### src/rtl/status_summary_byte.sv
module status_summary_byte (
  input  logic       clk,
  input  logic       rst_n,
  input  logic       err_pending,
  input  logic       resp_pending,
  input  logic       evt_sum,
  input  logic       ques_sum,
  input  logic       oper_sum,
  input  logic       mask_we,
  input  logic [7:0] mask_wdata,
  input  logic       clr_stb,
  output logic [7:0] stb_byte,
  output logic [7:0] mask_q,
  output logic       srq
);
  localparam int MSS_BIT = 6;

  logic [7:0] raw_bits;
  logic       master;
  logic       master_q;

  assign raw_bits = {oper_sum, 1'b0, evt_sum, resp_pending, ques_sum, err_pending, 2'b00};
  assign master   = |(raw_bits & mask_q & ~(8'd1 << MSS_BIT));
  assign stb_byte = raw_bits | ({7'd0, master} << MSS_BIT);

  always_ff @(posedge clk or negedge rst_n) begin
    if (!rst_n)       mask_q <= 8'd0;
    else if (mask_we) mask_q <= mask_wdata;
  end

  always_ff @(posedge clk or negedge rst_n) begin
    if (!rst_n) begin
      master_q <= 1'b0;
      srq      <= 1'b0;
    end else if (clr_stb) begin
      master_q <= 1'b0;
      srq      <= 1'b0;
    end else begin
      master_q <= master;
      srq      <= master & ~master_q;
    end
  end

  a_r7_mask_store: assert property (@(posedge clk) disable iff (!rst_n)
    mask_we |=> mask_q == $past(mask_wdata));

  a_r7_zero_mask_quiet: assert property (@(posedge clk) disable iff (!rst_n)
    (mask_q == 8'd0) |-> !stb_byte[MSS_BIT]);

  a_r8_pulse_one_cycle: assert property (@(posedge clk) disable iff (!rst_n)
    srq |=> !srq);

  a_r8_pulse_after_rise: assert property (@(posedge clk) disable iff (!rst_n)
    srq |-> $past(stb_byte[MSS_BIT]));

  a_r9_clear_drops: assert property (@(posedge clk) disable iff (!rst_n)
    clr_stb |=> !srq);

  a_r9_clear_keeps_mask: assert property (@(posedge clk) disable iff (!rst_n)
    (clr_stb && !mask_we) |=> $stable(mask_q));

  always_comb a_r1_low_bits_zero: assert (stb_byte[1:0] == 2'b00 || !rst_n);
endmodule

### config.mk
export PLATFORM = sky130hd
export DESIGN_NAME = status_summary_byte
export DESIGN_NICKNAME = d
export VERILOG_FILES = /design/src/rtl/status_summary_byte.sv
export SDC_FILE = /design/constraint.sdc
export NUM_CORES = 1
export LEC_CHECK = 0
export ABC_CLOCK_PERIOD_IN_PS = 3390
export BUFFER_PORTS_ARGS = -buffer_cell sky130_fd_sc_hd__buf_4
export CORE_AREA = 2 2 39 41
export DETAILED_ROUTE_END_ITERATION = 10
export DIE_AREA = 0 0 41 43
export PLACE_DENSITY = 0.69
export SLEW_MARGIN = 20
export SYNTH_ARGS = -nofsm -noshare
export SYNTH_HDL_FRONTEND = slang
export SYNTH_SLANG_ARGS = --single-unit
### constraint.sdc
create_clock -name clk -period 3.39 [get_ports clk]
set_clock_uncertainty 0.2 [all_clocks]
set_input_delay 0.678 -clock clk [delete_from_list [all_inputs] [get_ports clk]]
set_output_delay 0.678 -clock clk [all_outputs]
set_load 0.01 [all_outputs]
# --- After elaboration in Yosys (flattened, before gate mapping) ---
# Index checks and enable logic that the tools add are counted.
word_totals:
  ff_bits: 10
  latchBits: 0
  ramBits: 0
  mem_bits_ro: 0
  in_bits: 17
  out_inout_bits: 17
  elab_cells: 10
  n_memories: 0
classes:
  n_addsub: 0
  n_mul: 0
  div: 0
  n_lt_le_gt_ge: 0
  eq_ne: 0
  n_shift: 0
  mux: 2
  bitwise_logic: 4
  n_reduce_logical: 1
op_table:
  columns: ["op", "n"]
  rows:
  - ["bitwise AND 8 bit", 1]
  - ["bitwise OR 8 x 7 -> 8 bit", 1]
  - ["OR reduction 7 bit", 1]
  - ["2-to-1 mux 1 bit", 2]
  - ["bitwise AND 1 bit", 1]
  - ["inverter 1 bit", 1]

# --- Logic depth before layout (Yosys ltp) ---
# Gate-level depths: netlist of the first run.
logic_depth:
  depth_word: 4
  ltp_mapped: 3
  mapped_depth_nobuf: 2

# --- Worst setup path before layout of the first run ---
# No wires, ideal clock.
synth_timing:
  kind: "input to output"
  startpoint: "input port resp_pending"
  endpoint: "output port stb_byte[6]"
  arrival_time_ns: 1.314
  required_time_ns: 2.512
  slack_ns: 1.198
  stages: 3
  cell_sequence: "a222oi_1 > nand2_1 > buf_4"
synth_between:
  elab_chain_cells: 3
synth_lines:
  columns: ["element", "line", "text"]
  rows:
  - ["start: declaration", "5", "input logic resp_pending,"]
  - ["bitwise AND 8 bit", "23", "assign master = |(raw_bits & mask_q & ~(8'd1 << MSS_BIT));"]
  - ["OR reduction 7 bit", "23", null]
  - ["net master", "19", "logic master;"]
  - ["bitwise OR 8 x 7 -> 8 bit", "24", "assign stb_byte = raw_bits | ({7'd0, master} << MSS_BIT);"]
  - ["end: declaration", "12", "output logic [7:0] stb_byte,"]
# The timed path passes the listed nets, and every way through them passes these cells.

# --- Final worst setup path of the first run ---
layout_timing:
  startpoint: "input port resp_pending"
  endpoint: "output port stb_byte[6]"
layout_between:
  elab_chain_cells: 3
layout_lines:
  columns: ["element", "line"]
  rows:
  - ["bitwise AND 8 bit", "23"]
  - ["OR reduction 7 bit", "23"]
  - ["bitwise OR 8 x 7 -> 8 bit", "24"]
# Every way passes these cells.

==> qor.yml, run 1 <==
outcome:
  status: "complete, no violations"
global_routing:
  overflow: 0
  grt_util_met2: 0.150
  antenna_found_initial: 0
  grt_pass1_wl_um: 1260
  met3_usage: 0.0157
  busiest_layer: "met2"
  grtUsageMet1: 0.144
  grt_max_degree: 11
  grt_usage: 0.108
  grt_pass1_vias: 329
layout:
  diodes: 0
  drive_gt1_frac: 0.712
  area.growth.synth_to_final_pct: 48.3
  nets: 78
critical_path:
  critPathMostFrequentCell: "buf_4"
  path_max_fanout: 3
  critPathCaptureType: "output pin"
  slowest_delay_ns: 0.47
  arrival_ns: 1.51
  crit_required_ns: 2.51
  rrSetupSlack_ns: 2.05
  critPathKind: "primary input to output pin"
  crit_path_top_delay_cell: "a222oi_1"
  crit_chain: "buf_4 > a222oi_1 > nand2_1 > buf_4"
  crit_buf_inv: 2
  crit_path_start_kind: "primary input"
  critPathTopFamily: "compound AO/OA/AOI/OAI gates"
clock_network:
  root_buffer: "clkbuf_4"
  ctsHoldBuffers: 0
  htree_levels: 1
  clock_latency_ns: 0.26
  postCtsSetupRepairBufs: 0
  cts_inserted_buffers: 3
  cts_resized: 0
  cts_buffer_depth: 2
  clk_pin_slew_worst_paths_ns: 0.06
  cts_tree: "yes"
  cts_num_sinks: 10
routing:
  first_iter_violations: 2
  wl_per_cell_um: 11.4
  drc: 0
  routed_wirelength_um: 852
  antenna_left: 0
  dr.pass1.iters: 4
  vias_per_cell: 4.55
  vias: 341
sta:
  rsz0062_at_grt: "false"
  finalSetupViolations: 0
  period_needed_ns: 2.39
  max_freq_mhz: 419
  hold_viol_final: 0
  drv_slew: 0
  fin_tns_setup_ns: 0
  period_share: 0.705
pwr:
  vdd_ir_drop_max_uv: 214
  cellPowerDensity_mw_per_mm2: 431
  cellLeakagePower_nw: 0.329
  power_uw: 283
synth:
  yosys.area_share.xor_xnor: 0
  synth.ff_latch_count: 10
  yosys.area_share.simple: 0.00847
  yosysWarnings: 0
  syn_area_per_cell_sq_um: 13.4
  synth_cells: 33
  synth_mux_area_frac: 0.203
  synthAdderAreaFrac: 0
  yosysUniqueCellTypes: 10
  synthesis.area_sq_um: 443
  synth_top_family_by_area: "multiplexers"
  synth_compound_area_frac: 0.0678
  seq_area_frac_synth: 0.565
die:
  core.rowCount: 14
  die_area_sq_mm: 0.00176
  initial_core_util: 0.320
  core_area_sq_mm: 0.00138
  die-width_um: 41
  die_h_um: 43
  pin_count: 34
placement:
  globalplace.congestion: 0.585
  hpwlAfterDp_um: 685
  numPortBuffers: 31
run:
  maxCapViolCount: 0
hold_path:
  min_path_type: "primary input to async pin"
metal layers:
layer,vias up,share of wire
met5,-,0
met4,0,0
met3,0,0.12
met2,23,0.46
met1,157,0.41
li1,161,-
cell type report:
type	instances	area (sq um)
well taps	16	20.0
multi-input cells	15	131
repair buffers	31	233
clock buffers	3	22.5
fillers	137	727
flip-flops and latches	10	250
flip-flops by register name, summed over array words and instances (netlist names):
register and cells:
mask_q 8, master_q 1, srq 1
cell families after synthesis:
logic type,Yosys count
AO/OA/AOI/OAI,4
buffers and inverters,9
flip-flops,10
multiplexers,8
other,1
AND/OR/NAND/NOR,1
cell usage in the layout (no fill, tap or decap):
master | netlist | routed
a22oi_1 | 1 | 1
a21oi_1 | 1 | 1
conb_1 | 1 | 2
mux2_2 | 8 | 8
dfrtp_1 | 10 | 10
nand2_1 | 1 | 1
clkbuf_4 | 0 | 3
a222oi_1 | 1 | 1
buf_4 | 8 | 31
a211oi_1 | 1 | 1
stage by stage:
step | utilization | setup slack, ns | hold WS, ns | cells | area (sq um)
after floorplan | - | 1.20 | 0.180 | 34 | 447
after global placement | 0.458 | 0.985 | 0.188 | 72 | 634
after detailed placement | 0.458 | 0.979 | 0.195 | 72 | 634
after CTS | 0.475 | 0.979 | 0.0247 | 75 | 657
after global routing | 0.475 | 0.910 | 0.0310 | 75 | 657
final | 0.475 | 1.00 | 0.0325 | 75 | 657
report_power, final:
part | internal, mW | total (mW) | leakage, nW | switching, mW
Combinational | 0.0408 | 0.0668 | 0.197 | 0.0260
Clock | 0.0409 | 0.0780 | 0.0138 | 0.0372
Sequential | 0.131 | 0.138 | 0.119 | 0.00714
final timing paths:
path | cells after the start | to | from
setup / recovery | 4 | stb_byte[6] | resp_pending
hold / removal | 1 | mask_q[5] | rst_n
setup reg to reg | 2 | srq | mask_q[4]
hold reg to reg | 1 | srq | master_q
max in group asynchronous | 1 | mask_q[7] | rst_n
min in group clk | 1 | srq | master_q
cell usage after synthesis:
cell type / instances / share of area
a222oi_1: 1 / 0.023
buf_4: 8 / 0.14
mux2_2: 8 / 0.20
dfrtp_1: 10 / 0.56
a21oi_1: 1 / 0.011
buf_2: 1 / 0.011
nand2_1: 1 / 0.0085
a22oi_1: 1 / 0.017
conb_1: 1 / 0.0085
a211oi_1: 1 / 0.017
(Power assumes the default switching activity.)
==> inputs of run 2 (changes only) <==
ABC_CLOCK_PERIOD_IN_PS = 2000   (was 3390)
CORE_AREA = default   (was 2 2 39 41)
CORE_MARGIN = 2   (was default)
CORE_UTILIZATION = 33   (was default)
DIE_AREA = default   (was 0 0 41 43)
PLACE_DENSITY = 0.71   (was 0.69)
clock period = 2 ns   (was 3.39 ns; I/O delays follow)
==> run 2 against run 1 <==
  * Design area up 5.7%
  * Hold slack better by 0.053 ns
  * Final cell count up 4.0%
  * Core utilization up 7.3 points
  * Sequential power up 70%
  * Global-route usage up 2.5 points
  * Count of clock-buffer cells in the layout up 1
  * Setup slack worse by 0.91 ns
  * Total power up 89%
  * Largest power group unchanged
==> qor.yml, run 2 (same netlist as run 1, synthesis figures left out) <==
clock_network:
  cts_buffer_depth: 2
  cts_tree: "yes"
  cts_resized: 0
  cts_inserted_buffers: 3
  root_buffer: "clkbuf_4"
  clk_pin_slew_worst_paths_ns: 0.07
  htree_levels: 1
  clock_latency_ns: 0.26
  cts_num_sinks: 10
die:
  pin_count: 34
  die_h_um: 40.6
  die-width_um: 40.6
  core.rowCount: 13
  initial_core_util: 0.349
  die_area_sq_mm: 0.00165
  core_area_sq_mm: 0.00127
layout:
  final_cells: 78
  largest_reg_flops: 8
  nFillCells: 122
  nets: 81
  final_common_cell: "buf_4"
  drive_gt1_frac: 0.714
  regMostFlops: "mask_q"
  mostFrequentLayoutCells: "33 x buf_4, 10 x dfrtp_1, 8 x mux2_2"
  post-route-util: 0.547
  reg_top3: "mask_q (8), master_q (1), srq (1)"
  diodes: 0
  area.growth.synth_to_final_pct: 56.8
critical_path:
  crit_chain: "a222oi_1 > nand2_1 > buf_4"
  critPathKind: "flip-flop to output pin"
  crit_path_top_delay_cell: "a222oi_1"
  arrival_ns: 1.31
  crit_path_start_kind: "flip-flop"
  path_max_fanout: 2
  slowest_delay_ns: 0.43
  crit_required_ns: 1.40
  critPathCaptureType: "output pin"
routing:
  routed_wirelength_um: 900
  drc: 0
  first_iter_violations: 10
  vias_per_cell: 4.55
  antenna_left: 0
  wl_per_cell_um: 11.5
  dr.pass1.iters: 4
  vias: 355
pwr:
  vdd_ir_drop_max_uv: 499
  power_uw: 535
  cellPowerDensity_mw_per_mm2: 770
  cellLeakagePower_nw: 0.350
sta:
  period_share: 0.955
  fin_tns_setup_ns: 0
  hold_viol_final: 0
  finalSetupViolations: 0
  max_freq_mhz: 523
  hold_slack_ns: 0.0853
  period_needed_ns: 1.91
  drv_slew: 0
  rsz0062_at_grt: "true"
global_routing:
  grt_pass1_wl_um: 1340
  grt_usage: 0.133
  grt_pass1_vias: 353
  overflow: 0
  antenna_found_initial: 0
  grt_max_degree: 11
placement:
  dp.cells: 72
  globalplace.congestion: 0.608
  numPortBuffers: 31
outcome:
  status: "complete, no violations"
run:
  maxCapViolCount: 0
hold_path:
  min_path_type: "primary input to flip-flop"
run 2: final timing paths:
| check | start | to | slack, ns | cells past startpoint |
|---|---|---|---|---|
| max | mask_q[4] | stb_byte[6] | 0.09 | 3 |
| min | clr_stb | master_q | 0.09 | 2 |
| max reg2reg | mask_q[4] | srq | 0.64 | 3 |
| min reg2reg | master_q | srq | 0.20 | 1 |
| max in group asynchronous | rst_n | mask_q[7] | 1.18 | 2 |
| min in group asynchronous | rst_n | mask_q[2] | 0.28 | 2 |
run 2: through the flow:
stage / setup slack (ns) / cell area [sq um]
final: 0.0895 / 694
after global routing: -0.0166 / 694
after CTS: 0.0440 / 687
after detailed placement: 0.190 / 641
after global placement: 0.221 / 641
after floorplan: 0.356 / 447
run 2: worst max-delay path, delay by kind of cell, from the launching register on:
family / cells / cell delay, ns
compound gates: 1 / 0.43
flops: 1 / 0.38
buf+inv: 1 / 0.15
simple gates: 1 / 0.10
run 2: metal layers:
layer,up-vias,track usage,routed length (um)
met1,165,0.127,294
met3,0,0.0489,117
met4,0,0.100,0
li1,165,-,-
met5,-,0,0
met2,25,0.230,488
run 2: final cells by class:
cell class / instances / area [sq um] / area share
repair buffers: 34 / 258 / 0.371
multi-input cells: 15 / 131 / 0.189
flip-flops and latches: 10 / 250 / 0.360
clock buffers: 4 / 36.3 / 0.0523
well taps: 15 / 18.8 / 0.0270
run 2: timing repair:
action,4_1_cts,5_1_grt
endpoints found under the hold margin,10,0
setup endpoints to repair,0,1
hold buffers,1,0
buffers inserted,0,1
run 2: power breakdown:
part           switching, mW  internal (mW)
combinational         0.0460         0.0759
sequential            0.0113          0.222
clock                 0.0690          0.110
total                  0.126          0.409
==> inputs of run 3 (changes only) <==
ABC_AREA = 1   (was default)
CORE_UTILIZATION = 35   (was 33)
PLACE_DENSITY = 0.72   (was 0.71)
==> run 3 against run 2 <==
  * Routed wire length is 3.3% higher
  * Core utilization increased by 0.35 points
  * Fmax rose by 14%
  * Setup slack better by 0.23 ns
  * Synthesized area grew 12%
  * Final cell count up 6.4%
  * Flip-flop and latch count unchanged
  * Synthesized cell count up 21%
  * Sequential share of layout area fell by 1.6 points
  * Die area grew 4.9%
  * Register-to-register slack better by 0.25 ns
  * Highest routed layer is now met4
==> qor.yml, run 3 <==
outcome:
  status: "complete, no violations"
hold_path:
  min_path_type: "primary input to flip-flop"
critical_path:
  slowest_delay_ns: 0.40
  crit_chain: "nand2_1 > nand3_1 > nor2_1 > inv_1 > buf_4"
  arrival_ns: 1.08
  crit_required_ns: 1.40
  path_max_fanout: 3
  crit_path_start_kind: "flip-flop"
  critPathKind: "flip-flop to output pin"
  critPathCaptureType: "output pin"
  crit_path_top_delay_cell: "dfrtp_1"
global_routing:
  grt_pass1_vias: 388
  grt_pass1_wl_um: 1590
  grt_max_degree: 11
  antenna_found_initial: 0
  overflow: 0
  grt_usage: 0.123
clock_network:
  htree_levels: 1
  cts_inserted_buffers: 3
  clock_latency_ns: 0.25
  cts_resized: 0
  root_buffer: "clkbuf_4"
  cts_tree: "yes"
  cts_num_sinks: 10
  cts_buffer_depth: 2
  clk_pin_slew_worst_paths_ns: 0.06
sta:
  hold_viol_final: 0
  max_freq_mhz: 594
  finalSetupViolations: 0
  fin_tns_setup_ns: 0
  period_share: 0.841
  period_needed_ns: 1.68
  rsz0062_at_grt: "false"
  drv_slew: 0
  hold_slack_ns: 0.170
die:
  core_area_sq_mm: 0.00132
  die_area_sq_mm: 0.00173
  die_h_um: 41.6
  die-width_um: 41.6
  initial_core_util: 0.376
  core.rowCount: 13
  pin_count: 34
synth:
  seq_area_frac_synth: 0.505
  synth_top_area_share: 0.505
  synthesis.area_sq_um: 495
  yosysWarnings: 0
  synth_common_cells: "10 x dfrtp_1, 8 x buf_4, 8 x mux2_4"
  yosys-top-cells-area: "dfrtp_1 51%, mux2_4 24%, buf_4 12%"
  yosysUniqueCellTypes: 10
  syn_area_per_cell_sq_um: 12.4
  synthArstFlopShare: 1.00
  synth_cells: 40
  synth-edff-count: 0
  synth.ff_latch_count: 10
  synth_largest_area_cell: "dfrtp_1"
  synthMostInstantiatedCell: "dfrtp_1"
  synth_top_flop_cell: "dfrtp_1"
layout:
  nFillCells: 113
  largest_reg_flops: 8
  drive_gt1_frac: 0.632
  nets: 86
  mostFrequentLayoutCells: "31 x buf_4, 10 x dfrtp_1, 8 x mux2_4"
  area.growth.synth_to_final_pct: 46.5
  final_common_cell: "buf_4"
  diodes: 0
  regMostFlops: "mask_q"
  reg_top3: "mask_q (8), master_q (1), srq (1)"
routing:
  vias: 365
  wl_per_cell_um: 11.2
  wl_met2_um: 483
  drc: 0
  wl_met1_um: 360
  top_layer: "met4"
  dr.pass1.iters: 2
  dr_wl_met3_um: 79
  first_iter_violations: 5
  vias_per_cell: 4.40
  antenna_left: 0
  routed_wirelength_um: 930
placement:
  globalplace.congestion: 0.642
  hpwlAfterDp_um: 752
  numPortBuffers: 31
pwr:
  cellPowerDensity_mw_per_mm2: 742
  vdd_ir_drop_max_uv: 425
  cellLeakagePower_nw: 0.400
run:
  maxCapViolCount: 0
## run 3: cells by family (layout without fill, tap and decap cells)
family	after synthesis	in the layout	share of synthesized area
AO/OA/AOI/OAI	1	1	0.0152
buffers and inverters	11	38	0.159
flip-flops	10	10	0.505
multiplexers	8	8	0.242
other	1	2	0.00757
AND/OR/NAND/NOR	9	9	0.0707
## run 3: worst max-delay path, delay by kind of cell, from the launching register on
kind	cells	cell delay, ns
DFF	1	0.40
and+or+nand+nor	3	0.25
buffers and inverters	2	0.17
## run 3: routing by layer
metal / track usage / vias up
met5: 0 / -
li1: - / 172
met1: 0.143 / 173
met3: 0.0435 / 2
met4: 0.0581 / 0
met2: 0.200 / 18
## run 3: repair_timing
item	in CTS	in global routing
endpoints found under the hold margin	10	0
endpoints found under the setup margin	0	0
hold buffers	1	0
setup buffers	0	0
## run 3: power by group
| part | total, mW | leakage [nW] | internal (mW) | switching [mW] |
|---|---|---|---|---|
| Combinational | 0.129 | 0.260 | 0.0805 | 0.0480 |
| Clock | 0.174 | 0.0210 | 0.110 | 0.0637 |
| Sequential | 0.236 | 0.119 | 0.223 | 0.0133 |
| Total | 0.538 | 0.400 | 0.413 | 0.125 |
## run 3: path summary, 6_finish.rpt
check,start,end,slack (ns),cells past startpoint
setup / recovery,mask_q[4],stb_byte[6],0.32,5
hold / removal,mask_wdata[4],mask_q[4],0.17,2
setup reg to reg,mask_q[4],srq,0.89,4
hold reg to reg,master_q,srq,0.20,1
max in group asynchronous,rst_n,srq,1.16,2
min in group asynchronous,rst_n,mask_q[4],0.31,2
## run 3: area by class of cell
class	instances	area, sq um	share of cell area
clock buffers	4	36.3	0.0500
inverters	2	7.51	0.0103
multi-input cells	20	170	0.234
flip-flops and latches	10	250	0.345
well taps	15	18.8	0.0259
repair buffers	32	243	0.334
## run 3: through the flow
stage          cells  setup WS (ns)  area, sq um  utilization  total power [mW]
6_report          83          0.317          726        0.551             0.538
3_3_place_gp      78          0.461          679        0.516             0.365
5_1_grt           83          0.177          726        0.551             0.575
2_1_floorplan     41          0.603          499            -             0.309
4_1_cts           83          0.301          726        0.551             0.548
3_5_place_dp      78          0.456          679        0.516             0.369
